<file path="src/rtl/cfg_spi_pkg.sv">
`timescale 1ns/1ps
package cfg_spi_pkg;
    localparam int FRAME_BITS = 16;
    localparam int ADDR_W     = 7;
    localparam int DATA_W     = 8;
    localparam int PAT_W      = 14;
    localparam int DRIVE_W    = 3;
    localparam int NAP_W      = 4;

    // Register offsets: the bank decodes these, the host depends on them
    localparam logic [ADDR_W-1:0] REG_CTRL   = 7'h00;
    localparam logic [ADDR_W-1:0] REG_FMT    = 7'h01;
    localparam logic [ADDR_W-1:0] REG_DRIVE  = 7'h02;
    localparam logic [ADDR_W-1:0] REG_PAT_HI = 7'h03;
    localparam logic [ADDR_W-1:0] REG_PAT_LO = 7'h04;

    localparam int SWRST_BIT  = 7;
    localparam int PAT_EN_BIT = 7;

    typedef struct packed {
        logic             dcs_off;
        logic             rand_en;
        logic             twos_en;
        logic             sleep;
        logic [NAP_W-1:0] nap;
    } fmt_t;

    typedef struct packed {
        fmt_t               fmt;
        logic [DRIVE_W-1:0] drive;
        logic               pat_en;
        logic [PAT_W-1:0]   pat;
    } bank_regs_t;
endpackage

</file>
<file path="src/rtl/cfg_spi_sync.sv">
`timescale 1ns/1ps
module cfg_spi_sync #(
    parameter int                WIDTH   = 4,
    parameter int                STAGES  = 2,
    parameter logic [WIDTH-1:0]  RST_VAL = '0
) (
    input  logic             clk,
    input  logic             rst_n,
    input  logic [WIDTH-1:0] d,
    output logic [WIDTH-1:0] q
);
    logic [STAGES-1:0][WIDTH-1:0] stage_d, stage_q;

    always_comb begin
        stage_d[0] = d;
        for (int s = 1; s < STAGES; s++) begin
            stage_d[s] = stage_q[s-1];
        end
    end

    always_ff @(posedge clk or negedge rst_n) begin
        if (!rst_n) begin
            stage_q <= {STAGES{RST_VAL}};
        end else begin
            stage_q <= stage_d;
        end
    end

    assign q = stage_q[STAGES-1];
endmodule

</file>
<file path="src/rtl/cfg_spi_frame.sv">
`timescale 1ns/1ps
module cfg_spi_frame
    import cfg_spi_pkg::*;
#(
    parameter int NUM_BANKS = 2
) (
    input  logic                 clk,
    input  logic                 rst_n,
    input  logic                 sck,
    input  logic                 sdi,
    input  logic [NUM_BANKS-1:0] cs_n,
    input  logic [DATA_W-1:0]    rd_data,
    output logic                 frm_active,
    output logic [NUM_BANKS-1:0] sel_mask,
    output logic                 wr_stb,
    output logic [ADDR_W-1:0]    addr,
    output logic [DATA_W-1:0]    wr_data,
    output logic                 sdo_pulldown
);
    localparam int CNT_W = $clog2(FRAME_BITS + 2);
    localparam logic [CNT_W-1:0] CNT_ZERO = '0;
    localparam logic [CNT_W-1:0] CNT_HDR  = CNT_W'(1 + ADDR_W);
    localparam logic [CNT_W-1:0] CNT_FULL = CNT_W'(FRAME_BITS);
    localparam logic [CNT_W-1:0] CNT_OVER = CNT_W'(FRAME_BITS + 1);

    typedef struct packed {
        logic                 active;
        logic                 sck_prev;
        logic [NUM_BANKS-1:0] sel;
        logic [CNT_W-1:0]     cnt;
        logic                 rw;
        logic [ADDR_W-1:0]    addr;
        logic [DATA_W-1:0]    data;
        logic [DATA_W-1:0]    rd_sh;
        logic                 drv;
        logic                 bitv;
    } frm_state_t;

    frm_state_t st_d, st_q;
    logic any_sel, rise, fall;

    always_comb begin
        st_d    = st_q;
        wr_stb  = 1'b0;
        any_sel = ~&cs_n;
        rise    = st_q.active & sck & ~st_q.sck_prev;
        fall    = st_q.active & ~sck & st_q.sck_prev;
        st_d.sck_prev = sck;

        if (!st_q.active) begin
            if (any_sel) begin
                st_d.active = 1'b1;
                st_d.sel    = ~cs_n;
                st_d.cnt    = CNT_ZERO;
                st_d.rw     = 1'b0;
                st_d.drv    = 1'b0;
            end
        end else if (!any_sel) begin
            // frame closes: commit only a complete write frame
            st_d.active = 1'b0;
            st_d.drv    = 1'b0;
            wr_stb      = (st_q.cnt == CNT_FULL) & ~st_q.rw;
        end else begin
            if (rise) begin
                if (st_q.cnt == CNT_ZERO) begin
                    st_d.rw = sdi;
                end else if (st_q.cnt < CNT_HDR) begin
                    st_d.addr = {st_q.addr[ADDR_W-2:0], sdi};
                end else if (st_q.cnt < CNT_FULL) begin
                    st_d.data = {st_q.data[DATA_W-2:0], sdi};
                end
                if (st_q.cnt != CNT_OVER) begin
                    st_d.cnt = st_q.cnt + 1'b1;
                end
            end
            if (fall && st_q.rw) begin
                if (st_q.cnt == CNT_HDR) begin
                    st_d.drv   = 1'b1;
                    st_d.bitv  = rd_data[DATA_W-1];
                    st_d.rd_sh = {rd_data[DATA_W-2:0], 1'b0};
                end else if (st_q.cnt > CNT_HDR && st_q.cnt < CNT_FULL) begin
                    st_d.bitv  = st_q.rd_sh[DATA_W-1];
                    st_d.rd_sh = {st_q.rd_sh[DATA_W-2:0], 1'b0};
                end else begin
                    st_d.drv   = 1'b0;
                end
            end
        end
    end

    always_ff @(posedge clk or negedge rst_n) begin
        if (!rst_n) begin
            st_q <= '0;
        end else begin
            st_q <= st_d;
        end
    end

    assign frm_active   = st_q.active;
    assign sel_mask     = st_q.sel;
    assign addr         = st_q.addr;
    assign wr_data      = st_q.data;
    assign sdo_pulldown = st_q.drv & ~st_q.bitv;
endmodule

</file>
<file path="src/rtl/cfg_spi_bank.sv">
`timescale 1ns/1ps
module cfg_spi_bank
    import cfg_spi_pkg::*;
(
    input  logic              clk,
    input  logic              rst_n,
    input  logic              wr_en,
    input  logic [ADDR_W-1:0] addr,
    input  logic [DATA_W-1:0] wr_data,
    output logic [DATA_W-1:0] rd_data,
    output bank_regs_t        regs
);
    localparam int HI_W = PAT_W - DATA_W;

    bank_regs_t bank_d, bank_q;

    always_comb begin
        bank_d = bank_q;
        if (wr_en) begin
            case (addr)
                REG_CTRL: begin
                    if (wr_data[SWRST_BIT]) bank_d = '0;
                end
                REG_FMT:    bank_d.fmt = wr_data;
                REG_DRIVE:  bank_d.drive = wr_data[DRIVE_W-1:0];
                REG_PAT_HI: begin
                    bank_d.pat_en             = wr_data[PAT_EN_BIT];
                    bank_d.pat[PAT_W-1:DATA_W] = wr_data[HI_W-1:0];
                end
                REG_PAT_LO: bank_d.pat[DATA_W-1:0] = wr_data;
                default: ;
            endcase
        end
    end

    always_comb begin
        case (addr)
            REG_FMT:    rd_data = bank_q.fmt;
            REG_DRIVE:  rd_data = {{(DATA_W-DRIVE_W){1'b0}}, bank_q.drive};
            REG_PAT_HI: rd_data = {bank_q.pat_en, {(DATA_W-1-HI_W){1'b0}},
                                   bank_q.pat[PAT_W-1:DATA_W]};
            REG_PAT_LO: rd_data = bank_q.pat[DATA_W-1:0];
            default:    rd_data = '0;
        endcase
    end

    always_ff @(posedge clk or negedge rst_n) begin
        if (!rst_n) begin
            bank_q <= '0;
        end else begin
            bank_q <= bank_d;
        end
    end

    assign regs = bank_q;
endmodule

</file>
<file path="src/rtl/cfg_spi_slave.sv">
`timescale 1ns/1ps
module cfg_spi_slave
    import cfg_spi_pkg::*;
#(
    parameter int NUM_BANKS   = 2,
    parameter int SYNC_STAGES = 2
) (
    input  logic                              clk,
    input  logic                              rst_n,
    input  logic                              spi_sck,
    input  logic                              spi_sdi,
    input  logic [NUM_BANKS-1:0]              spi_cs_n,
    output logic                              sdo_pulldown,
    output logic [NUM_BANKS-1:0]              dcs_off,
    output logic [NUM_BANKS-1:0]              rand_en,
    output logic [NUM_BANKS-1:0]              twos_en,
    output logic [NUM_BANKS-1:0]              sleep_en,
    output logic [NUM_BANKS-1:0][NAP_W-1:0]   nap,
    output logic [NUM_BANKS-1:0][DRIVE_W-1:0] drive_sel,
    output logic [NUM_BANKS-1:0]              pat_en,
    output logic [NUM_BANKS-1:0][PAT_W-1:0]   pat_word
);
    localparam int SYNC_W = NUM_BANKS + 2;

    logic [SYNC_W-1:0]              sync_q;
    logic                           s_sck, s_sdi;
    logic [NUM_BANKS-1:0]           s_cs_n;
    logic                           frm_active, wr_stb;
    logic [NUM_BANKS-1:0]           sel_mask;
    logic [ADDR_W-1:0]              wr_addr;
    logic [DATA_W-1:0]              wr_data, rd_data;
    logic [NUM_BANKS-1:0][DATA_W-1:0] bank_rd;
    bank_regs_t                     bank_regs [NUM_BANKS];

    cfg_spi_sync #(
        .WIDTH   (SYNC_W),
        .STAGES  (SYNC_STAGES),
        .RST_VAL ({{NUM_BANKS{1'b1}}, 2'b00})
    ) sync_i (
        .clk   (clk),
        .rst_n (rst_n),
        .d     ({spi_cs_n, spi_sdi, spi_sck}),
        .q     (sync_q)
    );

    assign s_sck  = sync_q[0];
    assign s_sdi  = sync_q[1];
    assign s_cs_n = sync_q[SYNC_W-1:2];

    cfg_spi_frame #(.NUM_BANKS(NUM_BANKS)) frame_i (
        .clk          (clk),
        .rst_n        (rst_n),
        .sck          (s_sck),
        .sdi          (s_sdi),
        .cs_n         (s_cs_n),
        .rd_data      (rd_data),
        .frm_active   (frm_active),
        .sel_mask     (sel_mask),
        .wr_stb       (wr_stb),
        .addr         (wr_addr),
        .wr_data      (wr_data),
        .sdo_pulldown (sdo_pulldown)
    );

    for (genvar g = 0; g < NUM_BANKS; g++) begin : g_bank
        cfg_spi_bank bank_i (
            .clk     (clk),
            .rst_n   (rst_n),
            .wr_en   (wr_stb & sel_mask[g]),
            .addr    (wr_addr),
            .wr_data (wr_data),
            .rd_data (bank_rd[g]),
            .regs    (bank_regs[g])
        );
        assign dcs_off[g]   = bank_regs[g].fmt.dcs_off;
        assign rand_en[g]   = bank_regs[g].fmt.rand_en;
        assign twos_en[g]   = bank_regs[g].fmt.twos_en;
        assign sleep_en[g]  = bank_regs[g].fmt.sleep;
        assign nap[g]       = bank_regs[g].fmt.nap;
        assign drive_sel[g] = bank_regs[g].drive;
        assign pat_en[g]    = bank_regs[g].pat_en;
        assign pat_word[g]  = bank_regs[g].pat;
    end

    // lowest-numbered selected bank answers a readback
    always_comb begin
        rd_data = '0;
        for (int b = NUM_BANKS - 1; b >= 0; b--) begin
            if (sel_mask[b]) rd_data = bank_rd[b];
        end
    end
endmodule

</file>
<file path="config.mk">
export PLATFORM = sky130hd
export DESIGN_NAME = cfg_spi_slave
export DESIGN_NICKNAME = d
export VERILOG_FILES = /design/src/rtl/cfg_spi_pkg.sv /design/src/rtl/cfg_spi_sync.sv /design/src/rtl/cfg_spi_frame.sv /design/src/rtl/cfg_spi_bank.sv /design/src/rtl/cfg_spi_slave.sv
export SDC_FILE = /design/constraint.sdc
export NUM_CORES = 1
export LEC_CHECK = 0
export BUFFER_PORTS_ARGS = -buffer_cell sky130_fd_sc_hd__buf_2
export CAP_MARGIN = 40
export CORE_AREA = 2 2 90 92
export CTS_CLUSTER_SIZE = 40
export DETAILED_ROUTE_END_ITERATION = 16
export DIE_AREA = 0 0 92 94
export GPL_TIMING_DRIVEN = 1
export PLACE_DENSITY = 0.81
export SLEW_MARGIN = 25
export SYNTH_ARGS = -nofsm -noshare
export SYNTH_HDL_FRONTEND = slang
export SYNTH_SLANG_ARGS = --single-unit
</file>
<file path="constraint.sdc">
create_clock -name clk -period 3.6 [get_ports clk]
set_input_delay 0.72 -clock clk [delete_from_list [all_inputs] [get_ports clk]]
set_output_delay 0.72 -clock clk [all_outputs]
set_load 0.01 [all_outputs]
</file>
==> run summary, run 1 <==
Slowest cell on crit path: nor4_4
Reg-to-Reg End: g_bank[1].bank_i.regs[13]
Vias per std cell: 6.126
DRC violations left: 0
Post-synth top area share: 50.17%
Initial antenna violation count: 0
Post-Synthesis Cells: 421
Max rail drop VDD: 292.4 uV
Detail Route Antenna Nets: 0
Worst stage delay on the critical path: 0.64 ns
Fin nets: 481
I/O Pins: 59
Post-synth EDFFs: 0
Average instance area after synthesis: 10.66 um^2
Worst Hold Class: reg2reg
Setup crit start kind: flop
Total wire length: 11,120 um
GRT overflow: 0
Fmax: 399.2 MHz
Clock-pin slew on the worst setup and hold paths: 0.10 ns
#FFs+latches synth: 94
Crit end category: flop
CP Data Arrival Time: 2.72 ns
Worst-case clock buffer depth: 2
Clock root buffer: clkbuf_8
First-pass GRT wire length: 17,890 um
Final count of pins violating max slew: 0
Die width: 92 um
DP Cell Count: 562
Worst Path Required: 3.82 ns
Worst skew pair latency: 0.37 ns
CP Max Fanout: 13
Endpoints failing hold: 0
Setup Crit Path Kind: reg2reg
Critical path depth in cells: 7
# diodes: 0
CP Cell Sequence: inv_1 -> ha_1 -> nand2b_1 -> nor4_4 -> o21ai_1 -> nand2_1 -> o21ai_0
Crit share post-route: 69.59%
YS warnings: 0
Worst hold start: sync_i.stage_d[6]
Dpl hpwl: 8013 um
Total GRT Usage: 27.20%
Hold endpoint: sync_i.q[2]
CP top delay family: simple AND/OR/NAND/NOR gates
Setup slack, reg-to-reg: 1.09 ns
DRT iter0 DRCs: 342
Outcome: finished clean
Worst path bufs/invs: 1
Hold path depth: 0
Largest net degree at the start of global routing: 95
Site Rows: 32
Primary FF master, synth: dfrtp_1
Worst rel slew slack: 46.83%
Ys async rst share: 100.0%
Die Span Y: 94 um
CTS tree: yes
Mapped Nets: 430
Port buffer count: 58
Top cell type by total area after synthesis: dfrtp_1
Final TNS setup: 0 ns
Vias in the first global route: 3,324
DR pass1 iterations: 6
Final std cells w/o fill: 579
Measured slew at the worst slew-check pin: 0.7923 ns
Initial core utilization: 59.01%
WL/cell: 19.21 um
Layout fillers: 602
Clock Sink Count: 94
Synth Cell Area: 4489 um^2
Hold-fix buffers, CTS: 0
Routability-driven placement congestion ratio: 0.9252
Post-CTS setup buffers: 0
Clock Skew: 0.01199 ns
Synth unique cells: 61
R2R Path Start: frame_i.st_q[26]
Ratio of cells with drive above 1 in the final layout: 25.58%
CTS H-Tree Depth: 3
CTS Buf Count: 9
Worst Reg-to-Reg Cells: 7
Leak Pwr: 0.002322 uW
Area delta synth->final: 10.95%
# setup viols final: 0
Worst hold slack: 0.3571 ns
Vias: 3,547
Post-CTS sizing: 0
Largest cells by area after synthesis: dfrtp_1 50%, nand2_1 7.5%, o21ai_1 4.1%
Max-Cap Viols: 0
Core Area: 7607 um^2
RSZ-0062 raised after global routing: false
Die area: 8648 um^2
Minimum clock period: 2.505 ns
Pwr Density: 478.3 nW/um^2
Sequential element share of the synthesized area: 52.51%
-- stage by stage --
stage / setup WS, ns / total power [uW] / instance area [um^2] / utilization (%)
6_report: 1.095 / 2382 / 4981 / 65.48
5_1_grt: 0.9224 / 2485 / 4981 / 65.48
3_3_place_gp: 1.168 / 1698 / 4782 / 62.86
4_1_cts: 1.038 / 2376 / 4974 / 65.38
3_5_place_dp: 1.078 / 1727 / 4790 / 62.96
2_1_floorplan: 1.823 / 1647 / 4489 / -
-- cell usage after synthesis, drive strengths merged, types with 3 or more instances --
cell type	instances
a21oi	12
a221o	3
a221oi	5
a22o	13
and2	6
and3	6
buf	19
dfrtp	90
dfstp	4
ha	3
inv	6
mux2	16
mux2i	6
nand2	91
nand2b	3
nand3	10
nand3b	3
nand4	3
nor2	11
nor2b	6
nor4	4
nor4b	3
o21ai	59
o22ai	4
o311ai	4
o31ai	3
xor2	3
-- layout by cell type, fill, tap and decap left out, drive strengths merged, types with 4 or more instances in the layout --
cell type / n
a21oi: 12
a221oi: 5
a22o: 13
and2: 6
and3: 6
buf: 60
clkbuf: 12
dfrtp: 90
dfstp: 4
inv: 8
mux2: 16
mux2i: 6
nand2: 91
nand3: 10
nor2: 11
nor2b: 6
nor4: 4
o21ai: 59
o22ai: 4
o311ai: 4
-- kinds of logic after synthesis --
family / after synthesis / synth area share [%]
xor+xnor: 4 / 0.7805
fa+ha+maj: 3 / 0.8362
mux: 22 / 5.937
buf+inv: 28 / 3.902
flops: 94 / 52.51
simple gates: 155 / 18.90
compound gates: 115 / 17.14
-- worst max-delay path by stage --
| stage | end | start | slack, ns |
|---|---|---|---|
| after global routing | g_bank[1].bank_i.regs[11] | frame_i.st_q[26] | 0.92 |
| after CTS | g_bank[0].bank_i.regs[9] | frame_i.st_q[26] | 1.04 |
| final | g_bank[1].bank_i.regs[13] | frame_i.st_q[26] | 1.09 |
| after detailed placement | g_bank[0].bank_i.regs[9] | frame_i.st_q[26] | 1.08 |
| after floorplan | g_bank[0].bank_i.regs[13] | frame_i.st_q[26] | 1.82 |
| after global placement | g_bank[0].bank_i.regs[9] | frame_i.st_q[26] | 1.17 |
-- cell type report --
cell class,instances,area [um^2],area share (%)
tap,102,127.6,2.562
inverter,7,27.53,0.5526
clock inverter,5,42.54,0.8541
clock buffer,11,141.4,2.838
multi-input combinational,299,1957,39.29
sequential,94,2357,47.32
timing repair buffer,61,327.8,6.581
-- state kept, by name, indices dropped and copies added, names as in the netlist --
| signal | count |
|---|---|
| frame_i.wr_data | 8 |
| frame_i.frm_active | 1 |
| sync_i.q | 4 |
| frame_i.addr | 7 |
| frame_i.st_q | 16 |
| g_bank.bank_i.regs | 52 |
| sync_i.stage_d | 4 |
| frame_i.sel_mask | 2 |
-- layer usage --
metal	vias up	global-route usage (%)	share of wire, %
li1	1616	-	-
met5	-	0	0
met2	169	42.65	48
met4	0	10.20	3.0
met1	1733	37.61	42
met3	29	5.778	6.9
-- where the power goes --
group	total (uW)	switching, uW	internal, uW
clock network	660	382	278
logic	491	303	188
registers	1230	130	1100
total	2380	815	1570
(Power assumes the default switching activity.)
==> run 2: changes to the inputs <==
--- a/config.mk
+++ b/config.mk
@@ -5,14 +5,15 @@
 export SDC_FILE = /design/constraint.sdc
 export NUM_CORES = 1
 export LEC_CHECK = 0
+export ABC_AREA = 1
 export BUFFER_PORTS_ARGS = -buffer_cell sky130_fd_sc_hd__buf_2
 export CAP_MARGIN = 40
-export CORE_AREA = 2 2 90 92
+export CORE_AREA = 2 2 97 99
 export CTS_CLUSTER_SIZE = 40
 export DETAILED_ROUTE_END_ITERATION = 16
-export DIE_AREA = 0 0 92 94
+export DIE_AREA = 0 0 99 101
 export GPL_TIMING_DRIVEN = 1
-export PLACE_DENSITY = 0.81
+export PLACE_DENSITY = 0.75
 export SLEW_MARGIN = 25
 export SYNTH_ARGS = -nofsm -noshare
 export SYNTH_HDL_FRONTEND = slang
==> constraint.sdc (replaced) <==
create_clock -name clk -period 2.2 [get_ports clk]
set_input_delay 0.44 -clock clk [delete_from_list [all_inputs] [get_ports clk]]
set_output_delay 0.44 -clock clk [all_outputs]
set_load 0.01 [all_outputs]
==> run summary, run 2 <==
Outcome: finished clean (unchanged)
Measured slew at the worst slew-check pin: 0.5663 ns (was 0.7923 ns)
Synth unique cells: 32 (was 61)
I/O Pins: 59 (unchanged)
Gate power share: 16.7% (was 20.6%)
DP Cell Count: 715 (was 562)
Port buffer count: 58 (unchanged)
Synth Cell Area: 4571 um^2 (was 4489 um^2)
Worst-case clock buffer depth: 2 (unchanged)
WL/cell: 15.85 um (was 19.21 um)
Clock root buffer: clkbuf_8 (unchanged)
Site Rows: 35 (was 32)
Worst skew pair latency: 0.36 ns (was 0.37 ns)
Fmax: 514.6 MHz (was 399.2 MHz)
Flop pwr share: 51.9% (was 51.7%)
Ys async rst share: 100.0% (unchanged)
Ratio of cells with drive above 1 in the final layout: 25.16% (was 25.58%)
CTS Buf Count: 9 (unchanged)
Setup crit start kind: flop (unchanged)
Int Pwr: 2402 uW (was 1567 uW)
Crit end category: flop (unchanged)
Worst Hold Class: in2async (was reg2reg)
GRT overflow: 0 (unchanged)
Commonest non-fill, non-tap cell in the layout: nand2_1
DRC violations left: 0 (unchanged)
Vias in the first global route: 3,834 (was 3,324)
First-pass GRT wire length: 19,330 um (was 17,890 um)
CP Data Arrival Time: 2.18 ns (was 2.72 ns)
Average instance area after synthesis: 8.371 um^2 (was 10.66 um^2)
Die area: 9999 um^2 (was 8648 um^2)
Max rail drop VDD: 355.0 uV (was 292.4 uV)
Core Area: 8977 um^2 (was 7607 um^2)
Total GRT Usage: 24.72% (was 27.20%)
Die width: 99 um (was 92 um)
Post-synth EDFFs: 0 (unchanged)
Final TNS setup: 0 ns (unchanged)
YS warnings: 0 (unchanged)
# diodes: 0 (unchanged)
Clock Skew: 0.01722 ns (was 0.01199 ns)
Max FFs per register: 52 (unchanged)
Mapped Nets: 555 (was 430)
Vias: 3,960 (was 3,547)
Routability-driven placement congestion ratio: 0.9458 (was 0.9252)
Worst Path Required: 2.43 ns (was 3.82 ns)
Final count of pins violating max slew: 0 (unchanged)
Top cell type by total area after synthesis: dfrtp_1 (unchanged)
DRT iter0 DRCs: 327 (was 342)
Clock-pin slew on the worst setup and hold paths: 0.10 ns (about the same)
Worst rel slew slack: 62.24% (was 46.83%)
Die Span Y: 101 um (was 94 um)
Final std cells w/o fill: 731 (was 579)
Most common cell in the synthesized netlist: nand2_1
Endpoints failing hold: 0 (unchanged)
Most instantiated cells after synthesis: 197 x nand2_1, 90 x dfrtp_1, 35 x inv_1, 33 x o21ai_0, 31 x nor2_1 (was 90 x dfrtp_1, 90 x nand2_1, 37 x o21ai_1, 14 x o21ai_0, 13 x a22o_1)
Crit share post-route: 88.33% (was 69.59%)
Post-synth top area share: 49.27% (was 50.17%)
Overall Power: 3533 uW (was 2382 uW)
Area delta synth->final: 13.82% (was 10.95%)
Vias per std cell: 5.417 (was 6.126)
CTS tree: yes (unchanged)
RSZ-0062 raised after global routing: false (unchanged)
Dpl hpwl: 8676 um (was 8013 um)
Clock network fraction of total power: 31.3% (was 27.7%)
#FFs+latches synth: 94 (unchanged)
Max-Cap Viols: 0 (unchanged)
# setup viols final: 0 (unchanged)
Fin nets: 624 (was 481)
Largest net degree at the start of global routing: 43 (was 95)
CP Max Fanout: 15 (was 13)
Initial core utilization: 50.91% (was 59.01%)
Post-CTS setup buffers: 0 (unchanged)
Sw Ratio: 32.02% (was 34.22%)
CTS H-Tree Depth: 3 (unchanged)
Setup slack, reg-to-reg: 0.26 ns (was 1.09 ns)
Minimum clock period: 1.943 ns (was 2.505 ns)
Setup Crit Path Kind: reg2reg (unchanged)
Most frequent cells in the layout: 195 x nand2_1, 90 x dfrtp_1, 57 x buf_2, 35 x inv_1, 33 x o21ai_0 (was 90 x nand2_1, 90 x dfrtp_1, 57 x buf_2, 37 x o21ai_1, 14 x o21ai_0)
Sequential element share of the synthesized area: 51.57% (was 52.51%)
NetSw: 1132 uW (was 815.1 uW)
Total wire length: 11,590 um (was 11,120 um)
Detail Route Antenna Nets: 0 (unchanged)
Initial antenna violation count: 0 (unchanged)
Largest cells by area after synthesis: dfrtp_1 49%, nand2_1 16%, o21ai_2 5.4% (was dfrtp_1 50%, nand2_1 7.5%, o21ai_1 4.1%)
Post-Synthesis Cells: 546 (was 421)
DR pass1 iterations: 5 (was 6)
Leak Pwr: 0.002642 uW (was 0.002322 uW)
Clock Sink Count: 94 (unchanged)
Primary FF master, synth: dfrtp_1 (unchanged)
Pwr Density: 679.2 nW/um^2 (was 478.3 nW/um^2)
==> run 2: cell types whose count changed in the layout (fill, tap and decap cells not counted), moves of 13 or more <==
cell	change
buf_4	+14
o21ai_2	+22
inv_1	+29
a22o_1	-13
o21ai_0	+19
nand3_1	+19
o21ai_1	-23
nand2_1	+105
nor2_1	+20
==> run 2: per-layer routing <==
metal / GRT usage [%] / share of wire [%] / up-vias
met2: 37.84 / 47 / 153
li1: - / - / 1895
met1: 34.93 / 44 / 1873
met3: 4.022 / 6.1 / 39
met4: 11.06 / 3.2 / 0
met5: 0 / 0 / -
==> run 2: worst max-delay path: stages (launching register included) <==
cell and delay [ns]:
dfrtp_1 0.42, inv_1 0.10, ha_1 0.17, nand3_1 0.10, inv_1 0.10, nand4_1 0.18, nor2_2 0.23, nand2_2 0.29
nand2_1 0.15, o21ai_1 0.09
==> run 2: repair_timing <==
| item | CTS | global route |
|---|---|---|
| gates resized for setup | 0 | 2 |
| setup endpoints to repair | 0 | 14 |
| hold buffers | 0 | 0 |
==> run 2: final timing paths <==
check                                       start                   endpoint  cells past startpoint
worst min-delay path                        rst_n                sync_i.q[0]                      1
worst max register to register   frame_i.st_q[27]  g_bank[0].bank_i.regs[18]                      9
max in group asynchronous                   rst_n   g_bank[0].bank_i.regs[6]                      2
min in group clk                      spi_cs_n[0]          sync_i.stage_d[6]                      1
worst min register to register  sync_i.stage_d[4]                sync_i.q[0]                      0
worst max-delay path             frame_i.st_q[27]  g_bank[0].bank_i.regs[18]                      9
==> run 2: cell type report <==
cell class                      count  area (um^2)
Clock inverter                      6        52.55
Clock buffer                       10        137.6
Sequential cell                    94         2357
Inverter                           39        146.4
Tap cell                          111        138.9
Multi-Input combinational cell    397         1944
Fill cell                         797         3775
Timing Repair Buffer               74        425.4
==> run 2: cells by family (layout without fill, tap and decap cells) <==
family	after synthesis	in the layout	synth area share (%)
AOI/OAI and AO/OA	97	97	13.28
adders and majority gates	3	3	0.8213
buffers and inverters	55	129	5.995
DFF	94	94	51.57
muxes	1	1	0.2464
and+or+nand+nor	296	296	28.09
==> run 2: metrics by stage <==
step	setup slack, ns	instance area (um^2)	util (%)	hold WS (ns)
3_5_place_dp	0.1890	5007	55.78	0.3370
5_1_grt	0.07528	5202	57.95	0.08709
6_report	0.2567	5202	57.95	0.06853
3_3_place_gp	0.2747	5007	55.78	0.3322
4_1_cts	0.1800	5197	57.90	0.07481
2_1_floorplan	0.5693	4571	-	0.1444
==> run 2: power by group through the flow <==
stage	logic, uW	registers [uW]	clock network (uW)
after global routing	659	1840	1200
after detailed placement	580	1870	0
after CTS	582	1830	1120
after global placement	560	1860	0
final	591	1840	1110
after floorplan	424	1850	0
